### config.mk
export PLATFORM = sky130hd
export DESIGN_NAME = prime_bank_mapper
export DESIGN_NICKNAME = d
export VERILOG_FILES = /design/src/rtl/prime_bank_pkg.sv /design/src/rtl/bank_mod_reduce.sv /design/src/rtl/addr_locate.sv /design/src/rtl/bank_store.sv /design/src/rtl/prime_bank_mapper.sv
export SDC_FILE = /design/constraint.sdc
export NUM_CORES = 1
export LEC_CHECK = 0
export BUFFER_PORTS_ARGS = -buffer_cell sky130_fd_sc_hd__clkbuf_2
export CAP_MARGIN = 20
export CORE_MARGIN = 2
export CORE_UTILIZATION = 45
export CTS_CLUSTER_SIZE = 16
export DETAILED_ROUTE_END_ITERATION = 7
export HOLD_SLACK_MARGIN = 0.08
export PLACE_DENSITY = 0.67
export SLEW_MARGIN = 20
export SYNTH_ARGS = -nofsm -noshare
export SYNTH_HDL_FRONTEND = slang
export SYNTH_SLANG_ARGS = --single-unit
### constraint.sdc
create_clock -name clk_i -period 2.9 [get_ports clk_i]
set_input_delay 0.435 -clock clk_i [delete_from_list [all_inputs] [get_ports clk_i]]
set_output_delay 0.435 -clock clk_i [all_outputs]
set_load 0.005 [all_outputs]
### src/rtl/prime_bank_pkg.sv
`timescale 1ns/1ps
package prime_bank_pkg;
  localparam int unsigned DEF_BANKS = 3;
  localparam int unsigned DEF_DEPTH = 8;
  localparam int unsigned DEF_DATA_W = 16;
  localparam int unsigned DEF_ADDR_W = 5;
endpackage

### src/rtl/bank_mod_reduce.sv
`timescale 1ns/1ps
// Remainder by a small constant using one compare/subtract per address bit.
module bank_mod_reduce #(
  parameter int unsigned ADDR_W  = prime_bank_pkg::DEF_ADDR_W,
  parameter int unsigned N_BANKS = prime_bank_pkg::DEF_BANKS,
  localparam int unsigned BANK_W = $clog2(N_BANKS),
  localparam int unsigned W      = ADDR_W + BANK_W
) (
  input  logic [ADDR_W-1:0] addr_i,
  output logic [BANK_W-1:0] rem_o
);
  logic [W-1:0] part [ADDR_W+1];

  assign part[0] = W'(addr_i);

  for (genvar gi = 0; gi < ADDR_W; gi++) begin : g_step
    localparam int unsigned SH = ADDR_W - 1 - gi;
    localparam logic [W-1:0] SUB = W'(N_BANKS) << SH;
    assign part[gi+1] = (part[gi] >= SUB) ? (part[gi] - SUB) : part[gi];
  end

  assign rem_o = part[ADDR_W][BANK_W-1:0];
endmodule

### src/rtl/addr_locate.sv
`timescale 1ns/1ps
module addr_locate #(
  parameter int unsigned ADDR_W     = prime_bank_pkg::DEF_ADDR_W,
  parameter int unsigned N_BANKS    = prime_bank_pkg::DEF_BANKS,
  parameter int unsigned BANK_DEPTH = prime_bank_pkg::DEF_DEPTH,
  localparam int unsigned BANK_W    = $clog2(N_BANKS),
  localparam int unsigned OFF_W     = $clog2(BANK_DEPTH)
) (
  input  logic [ADDR_W-1:0] addr_i,
  output logic [BANK_W-1:0] bank_o,
  output logic [OFF_W-1:0]  offset_o,
  output logic              oor_o
);
  localparam logic [ADDR_W:0] CAP = (ADDR_W+1)'(N_BANKS * BANK_DEPTH);

  if (N_BANKS % 2 == 0) begin : g_bad_cfg
    $error("bank count must be odd to stay co-prime with a power-of-two depth");
  end

  bank_mod_reduce #(
    .ADDR_W (ADDR_W),
    .N_BANKS(N_BANKS)
  ) u_reduce (
    .addr_i(addr_i),
    .rem_o (bank_o)
  );

  // depth is a power of two: the modulo is the low bits
  assign offset_o = addr_i[OFF_W-1:0];
  assign oor_o    = {1'b0, addr_i} >= CAP;
endmodule

### src/rtl/bank_store.sv
`timescale 1ns/1ps
module bank_store #(
  parameter int unsigned N_BANKS    = prime_bank_pkg::DEF_BANKS,
  parameter int unsigned BANK_DEPTH = prime_bank_pkg::DEF_DEPTH,
  parameter int unsigned DATA_W     = prime_bank_pkg::DEF_DATA_W,
  localparam int unsigned BANK_W    = $clog2(N_BANKS),
  localparam int unsigned OFF_W     = $clog2(BANK_DEPTH)
) (
  input  logic              clk_i,
  input  logic              we_i,
  input  logic [BANK_W-1:0] bank_i,
  input  logic [OFF_W-1:0]  offset_i,
  input  logic [DATA_W-1:0] wdata_i,
  output logic [DATA_W-1:0] rdata_o
);
  logic [DATA_W-1:0] rd_bank [N_BANKS];

  for (genvar b = 0; b < N_BANKS; b++) begin : g_bank
    logic [DATA_W-1:0] mem [BANK_DEPTH];
    always_ff @(posedge clk_i) begin
      if (we_i && (bank_i == BANK_W'(b))) mem[offset_i] <= wdata_i;
    end
    assign rd_bank[b] = mem[offset_i];
  end

  always_comb begin
    rdata_o = '0;
    for (int b = 0; b < N_BANKS; b++) begin
      if (bank_i == BANK_W'(b)) rdata_o = rd_bank[b];
    end
  end
endmodule

### src/rtl/prime_bank_mapper.sv
`timescale 1ns/1ps
module prime_bank_mapper #(
  parameter int unsigned ADDR_W     = prime_bank_pkg::DEF_ADDR_W,
  parameter int unsigned N_BANKS    = prime_bank_pkg::DEF_BANKS,
  parameter int unsigned BANK_DEPTH = prime_bank_pkg::DEF_DEPTH,
  parameter int unsigned DATA_W     = prime_bank_pkg::DEF_DATA_W,
  localparam int unsigned BANK_W    = $clog2(N_BANKS),
  localparam int unsigned OFF_W     = $clog2(BANK_DEPTH)
) (
  input  logic              clk_i,
  input  logic              rst_ni,
  input  logic              req_i,
  input  logic              we_i,
  input  logic [ADDR_W-1:0] addr_i,
  input  logic [DATA_W-1:0] wdata_i,
  output logic              rvalid_o,
  output logic [DATA_W-1:0] rdata_o,
  output logic              err_o,
  output logic [BANK_W-1:0] bank_o,
  output logic [OFF_W-1:0]  offset_o
);
  logic [BANK_W-1:0] bank_d;
  logic [OFF_W-1:0]  off_d;
  logic              oor_d;
  logic [DATA_W-1:0] rd_d;
  logic              wr_en;

  addr_locate #(
    .ADDR_W    (ADDR_W),
    .N_BANKS   (N_BANKS),
    .BANK_DEPTH(BANK_DEPTH)
  ) u_locate (
    .addr_i  (addr_i),
    .bank_o  (bank_d),
    .offset_o(off_d),
    .oor_o   (oor_d)
  );

  assign wr_en = req_i && we_i && !oor_d;

  bank_store #(
    .N_BANKS   (N_BANKS),
    .BANK_DEPTH(BANK_DEPTH),
    .DATA_W    (DATA_W)
  ) u_store (
    .clk_i   (clk_i),
    .we_i    (wr_en),
    .bank_i  (bank_d),
    .offset_i(off_d),
    .wdata_i (wdata_i),
    .rdata_o (rd_d)
  );

  always_ff @(posedge clk_i or negedge rst_ni) begin
    if (!rst_ni) begin
      rvalid_o <= 1'b0;
      err_o    <= 1'b0;
      rdata_o  <= '0;
      bank_o   <= '0;
      offset_o <= '0;
    end else begin
      rvalid_o <= req_i && !we_i;
      err_o    <= req_i && oor_d;
      if (req_i) begin
        bank_o   <= bank_d;
        offset_o <= off_d;
      end
      if (req_i && !we_i) rdata_o <= oor_d ? '0 : rd_d;
    end
  end
endmodule

# Word-level counts from Yosys, hierarchy flattened
# Memories as Yosys holds them, arrays and structs flattened.
# Index checks and enable logic that the tools add are counted.
[word_totals] n_memories=3 output_inout_bits=23 regBits=23 input_bits=25 ram_bits=384
[op_classes] n_reduce_logical=10 muxes=15 addsub=5 n_eq_ne=2 order_cmp=6
[memory_table] memory="u_store.g_bank[0].mem" words=8 width=16 read_ports=1 rd_clocked_by_memory_dff=0 write_ports=1 line_no="bank_store.sv:19" text="logic [DATA_W-1:0] mem [BANK_DEPTH];"
[memory_table] memory="u_store.g_bank[1].mem" words=8 width=16 read_ports=1 rd_clocked_by_memory_dff=0 write_ports=1 line_no="bank_store.sv:19"
[memory_table] memory="u_store.g_bank[2].mem" words=8 width=16 read_ports=1 rd_clocked_by_memory_dff=0 write_ports=1 line_no="bank_store.sv:19"
[op_table] op="$mux W16" n=4
[op_table] op="$mux W7" n=4
[op_table] op="$ge A7 B2 Y1 const B" n=1
[op_table] op="$ge A7 B3 Y1 const B" n=1
[op_table] op="$ge A7 B4 Y1 const B" n=1
[op_table] op="$ge A7 B5 Y1 const B" n=1
[op_table] op="$logic_and A1 B1 Y1" n=7
[op_table] op="$sub A5 B6 Y7 const B" n=1
[op_table] op="$sub A7 B3 Y7 const B" n=1
[op_table] op="$sub A7 B4 Y7 const B" n=1
[op_table] op="$sub A7 B5 Y7 const B" n=1
[op_table] op="$ge A5 B6 Y1 const B" n=1
[op_table] op="$mux W1" n=6
[op_table] op="$ge A5 B5 Y1 const B" n=1
[op_table] op="$eq A2 B1 Y1 const B" n=1
[op_table] op="$eq A2 B2 Y1 const B" n=1
[op_table] op="$logic_not A1 Y1" n=2
[op_table] op="$logic_not A2 Y1" n=1
[op_table] op="$mux W2" n=1
[op_table] op="$sub A2 B2 Y2 const B" n=1

# Depth between registers and ports, before layout
[logic_depth] word_depth=15 depth_mapped=19 depth_no_buf=17

# Modules after synthesis
# A second synthesis with hierarchy kept.
[hier_totals] cells_unflattened=955 area_unflattened_um2=16612.2
[modules_own_cells] mod="bank_store" cells_per_inst=831 area_each_um2=15158.3 n_inst=1 seq_area_each_um2=11531.1
[modules_own_cells] mod="prime_bank_mapper" cells_per_inst=68 area_each_um2=1028.5 n_inst=1 seq_area_each_um2=575.6
[modules_own_cells] mod="bank_mod_reduce" cells_per_inst=52 area_each_um2=396.6 n_inst=1 seq_area_each_um2=0.0
[modules_own_cells] mod="addr_locate" cells_per_inst=4 area_each_um2=28.8 n_inst=1 seq_area_each_um2=0.0

# Least setup slack after synthesis
# OpenSTA, ideal clock, no wires.
[synth_timing] path_type="in2reg" start="in addr_i[3]" end="mem u_store.g_bank[0].mem[5][0] (netlist name) (enable)" path_stages=19 t_arrival_ns=4.287 slack_ns=-1.776 required_ns=2.512 path_cell_list="nor2b_1 ha_1 nor2_2 xnor2_1 ha_1 nor2_1 nand3_1 or2_1 and2_1 ha_1 inv_1 o311ai_1 a31oi_4 mux2_4 nand3_4 buf_8 buf_8 nand3b_2 nor2_1"
[synth_between] elab_chain_cells=14 elab_cells_between_ends=22 classes_between="add/sub: 5; order compare: 6; mux: 7; reduce/logical: 4"
[synth_lines] element="start: declaration" line_no="prime_bank_mapper.sv:14" text="input logic [ADDR_W-1:0] addr_i,"
[synth_lines] element="$sub A5 B6 Y7 or $ge A5 B6 Y1 (tied branches)" line_no="bank_mod_reduce.sv:19" text="assign part[gi+1] = (part[gi] >= SUB) ? (part[gi] - SUB) : part[gi];"
[synth_lines] element="$mux W7" line_no="bank_mod_reduce.sv:19"
[synth_lines] element="$sub A7 B5 Y7 or $ge A7 B5 Y1 (tied branches)" line_no="bank_mod_reduce.sv:19"
[synth_lines] element="$mux W7" line_no="bank_mod_reduce.sv:19"
[synth_lines] element="$sub A7 B4 Y7 or $ge A7 B4 Y1 (tied branches)" line_no="bank_mod_reduce.sv:19"
[synth_lines] element="$mux W7" line_no="bank_mod_reduce.sv:19"
[synth_lines] element="$sub A7 B3 Y7 or $ge A7 B3 Y1 (tied branches)" line_no="bank_mod_reduce.sv:19"
[synth_lines] element="$mux W7" line_no="bank_mod_reduce.sv:19"
[synth_lines] element="$ge A7 B2 Y1 or $sub A2 B2 Y2 (tied branches)" line_no="bank_mod_reduce.sv:19"
[synth_lines] element="$mux W2" line_no="bank_mod_reduce.sv:19"
[synth_lines] element="$logic_not A2 Y1" line_no="bank_store.sv:21" text="if (we_i && (bank_i == BANK_W'(b))) mem[offset_i] <= wdata_i;"
[synth_lines] element="$logic_and A1 B1 Y1 (*)" line_no="bank_store.sv:21"
[synth_lines] element="$mux W1 (*)" line_no="bank_store.sv:21"
[synth_lines] element="$mux W1 (implied by the code) (*)" line_no="bank_store.sv:21"
[synth_lines] element="end: declaration" line_no="bank_store.sv:19"
# Every way passes the cells marked *; elsewhere a longest branch is shown, timed or not.

# Worst setup path after layout
[layout_timing] start="in addr_i[4]" end="mem u_store.g_bank[2].mem[5][14] (netlist name) (enable)"
[layout_between] elab_chain_cells=14 elab_cells_between_ends=22 classes_between="add/sub: 5; order compare: 6; eq/ne: 1; mux: 7; reduce/logical: 3"
[layout_lines] element="$sub A5 B6 Y7 or $ge A5 B6 Y1 (tied branches)" line_no="bank_mod_reduce.sv:19"
[layout_lines] element="$mux W7" line_no="bank_mod_reduce.sv:19"
[layout_lines] element="$sub A7 B5 Y7 or $ge A7 B5 Y1 (tied branches)" line_no="bank_mod_reduce.sv:19"
[layout_lines] element="$mux W7" line_no="bank_mod_reduce.sv:19"
[layout_lines] element="$sub A7 B4 Y7 or $ge A7 B4 Y1 (tied branches)" line_no="bank_mod_reduce.sv:19"
[layout_lines] element="$mux W7" line_no="bank_mod_reduce.sv:19"
[layout_lines] element="$sub A7 B3 Y7 or $ge A7 B3 Y1 (tied branches)" line_no="bank_mod_reduce.sv:19"
[layout_lines] element="$mux W7" line_no="bank_mod_reduce.sv:19"
[layout_lines] element="$ge A7 B2 Y1 or $sub A2 B2 Y2 (tied branches)" line_no="bank_mod_reduce.sv:19"
[layout_lines] element="$mux W2" line_no="bank_mod_reduce.sv:19"
[layout_lines] element="$eq A2 B2 Y1" line_no="bank_store.sv:21"
[layout_lines] element="$logic_and A1 B1 Y1 (*)" line_no="bank_store.sv:21"
[layout_lines] element="$mux W1 (*)" line_no="bank_store.sv:21"
[layout_lines] element="$mux W1 (implied by the code) (*)" line_no="bank_store.sv:21"
[layout_lines] element="end: declaration" line_no="bank_store.sv:19"
# Marks and branches as above.

==> summary.md <==
| Metric | Value |
|---|---|
| Status | `finished with violations` |
| Failing checks | `negative setup slack` |
| CP bufs+invs | `6` |
| Peak supply drop | `677 µV` |
| Die W | `approximately 190 µm` |
| Worst Hold Class | `in -> reg` |
| Count of pins over their slew limit | `0` |
| Post-synthesis sequential area ratio | `about four fifths` |
| Pwr per Cell Area | `667 mW/mm²` |
| Worst Path Arrival | `3610 ps` |
| Number of global-route vias before repair | `9469` |
| Largest net degree at the start of global routing | `48` |
| Crit path launch type | `input pin` |
| Most common cell after layout, fill and taps aside | `edfxtp_1` |
| Hold Vio Cnt, Final | `0` |
| Asr flop ratio synth | `approximately 5.7%` |
| Row count | `67` |
| Routed WL | `just under 40 mm` |
| Final setup viols | `400` |
| Crit-path max cell delay | `380 ps` |
| Yosys warns | `0` |
| Syn nets | `919` |
| Clock Pin Slew Worst Setup and Hold Paths | `60 ps` |
| Most frequent cells in the layout | `edfxtp_1 (384), o22ai_1 (165), buf_4 (60), buf_12 (47), clkbuf_2 (45)` |
| Clk Tree Root Cell | `clkbuf_16` |
| Diodes inserted | `0` |
| Die area | `0.0351 mm²` |
| Distinct cells, synth | `59` |
| Max stage delay cell, worst path | `or3b_4` |
| CTS Buf Count | `41` |
| Clock skew | `16.1 ps` |
| Drt drc | `0` |
| Cells after Synth | `890` |
| H-tree levels | `2` |
| Worst setup EP type | `flop` |
| Critical-path cell list | `buf_8 > nor2b_4 > ha_4 > inv_4 > ha_4 > inv_2 > o22ai_4 > nand3_2 > or2_1 > and2_4 > ha_4 > inv_2 > o311ai_4 > a31oi_4 > a21oi_2 > a31o_2 > or3b_4 > buf_12 > nor2_4 > buf_6` |
| Vias | `9085` |
| RSZ-0062 raised after global routing | `true` |
| First-pass GRT wire length | `57.4 mm` |
| Routability congestion estimate | `between 0.8 and 0.9` |
| Iteration-0 DRC count of the detailed router | `790` |
| Syn avg cell area | `17.0 µm²` |
| Post-synth EDFFs | `384` |
| Crit path max-delay family | `simple AND/OR/NAND/NOR gates` |
| Crit path kind | `in -> reg` |
| Worst slew margin | `35.8%` |
| Worst EP required | `3150 ps` |
| TNS Setup | `-158140 ps` |
| Max-cap viol count | `0` |
| Pre-antenna DRT Iters | `5` |
| Part of the cycle the worst path needs | `116%` |
| Nets@finish | `1097` |
| DPL Wire Length | `22.2 mm` |
| Yosys top cell by area | `edfxtp_1` |
| Share of cells above drive strength 1 | `31.7%` |
| Post-synth top flop | `edfxtp_1` |
| Clock Tree Buf Depth | `3` |
| Min Hold Slack | `229 ps` |
| Synth area leaders | `edfxtp_1 (76%), o22ai_1 (6.9%), dfrtp_1 (3.8%), mux2i_1 (1.4%), nor2_1 (1.3%)` |
| CTS tree | `built` |
| Area growth from synthesis to layout | `28.2%` |
| Clock Sinks | `407` |
| DR vias/cell | `5.87` |
| # IOs | `48` |
| Minimum clock period | `3360 ps` |
| Flops & latches, synth | `407` |
| Wire length per cell | `24.9 µm` |
| Clock Latency Late Sink | `550 ps` |
| Die Ht | `187 µm` |
| Worst slew pin tran | `between 900 and 1000 ps` |
| Buffers on Ports | `47` |
| Area of the core | `0.0334 mm²` |
| Total power | `0.0129 W` |
| Grt ovf | `0` |
| Setup ws final | `-459 ps` |
| Final core occ | `between 50 and 60%` |
| Post-route ant nets | `0` |
| GRT Overall Usage | `21.8%` |
| Antenna violations before repair | `0` |
| Crit path top cell by count | `ha_4` |
| Synth top area share | `76.1%` |
| Worst Path Max Fanout | `8` |
| Worst reg2reg setup slack | `around 1200 ps` |
| Max frequency | `298 MHz` |
| Netlist Area Pre-Place | `0.0151 mm²` |
| Leakage power | `6.49 nW` |
| Starting density of the core | `between 40% and 50%` |
-- worst reg2reg max path, cell delays in order (launching register included) --
cell and delay, ps:
edfxtp_1 350, o22ai_1 100, nor4_1 840, mux2i_4 170, o221ai_2 190
-- per-layer routing --
| layer | global-route usage [%] | vias up | wire (µm) |
|---|---|---|---|
| met1 | 29.7 | 4586 | 15400 |
| met2 | 36.0 | 434 | 19200 |
| met4 | 7.03 | 0 | 865 |
| met3 | 3.58 | 55 | 3070 |
| met5 | 0 | - | 0 |
| li1 | - | 4010 | - |
-- power by group --
part / switching [W] / internal (W) / leakage, nW / total [W]
Clock: 0.00215 / 0.00282 / 0.622 / 0.00497
Combinational: 0.000734 / 0.000618 / 2.13 / 0.00135
Sequential: 0.0000673 / 0.00656 / 3.74 / 0.00663
Total: 0.00295 / 0.0100 / 6.49 / 0.0129
-- cell type report --
class / count / area, µm²
inverters: 11 / 43.8
clock inverters: 20 / 150
multi-input cells: 418 / 3340
clock buffers: 54 / 1120
fillers: 2497 / 13900
flip-flops and latches: 407 / 12100
well taps: 448 / 561
repair buffers: 189 / 2100
-- cell usage after synthesis, types with 2 or more instances --
cell type / number
a21oi_1: 4
a221oi_1: 3
and3_1: 2
buf_1: 10
buf_2: 2
buf_8: 2
clkbuf_1: 39
dfrtp_1: 23
edfxtp_1: 384
ha_1: 4
inv_1: 9
mux2_2: 7
mux2_4: 2
mux2i_1: 21
mux4_2: 4
nand2_1: 41
nand2b_1: 4
nand3_1: 5
nor2_1: 52
nor2_2: 9
nor3_1: 4
nor3b_1: 2
nor4_1: 27
o21ai_0: 4
o221ai_1: 22
o22a_1: 3
o22ai_1: 166
or2_2: 2
or3_1: 2
or3b_1: 2
-- path summary, 6_finish.rpt --
path / start / end / depth (start not counted)
min in group asynchronous: rst_ni / offset_o[2]$_DFFE_PN0P_ / 2
max in group asynchronous: rst_ni / rdata_o[9]$_DFFE_PN0P_ / 2
worst min-delay path: req_i / bank_o[1]$_DFFE_PN0P_ / 2
worst max-delay path: addr_i[4] / u_store.g_bank[2].mem[5][14]$_DFFE_PP_ / 20
worst max register to register: u_store.g_bank[0].mem[7][9]$_DFFE_PP_ / rdata_o[9]$_DFFE_PN0P_ / 4
worst min register to register: rdata_o[4]$_DFFE_PN0P_ / rdata_o[4]$_DFFE_PN0P_ / 2
-- timing repair --
action / in CTS / in global routing
pin swaps: 13 / 22
cloned: 4 / 1
resized for setup: 60 / 40
buffers inserted: 14 / 6
hold buffers: 1 / 0
hold endpoints to repair: 23 / 0
setup endpoints to repair: 400 / 401
-- through the flow --
| step | instance area, µm² | setup WS [ps] | cells |
|---|---|---|---|
| floorplan | 15400 | -1190 | 890 |
| global placement | 17500 | -1230 | 1452 |
| detailed placement | 17500 | -1300 | 1452 |
| CTS | 19200 | -489 | 1542 |
| global route | 19400 | -555 | 1547 |
| finish | 19400 | -459 | 1547 |
-- sequential cells by signal, indices dropped and copies added, names as in the netlist --
register and count:
offset_o 3, u_store.g_bank.mem 384, rdata_o 16, bank_o 2, err_o 1, rvalid_o 1
-- kinds of logic after synthesis --
logic type	synth area share (%)
flops	79.9
compound gates	9.65
simple gates	5.49
buf+inv	1.83
mux	2.70
fa+ha+maj	0.331
xor+xnor	0.0578
Note: power is estimated with default switching activity, not from simulation.
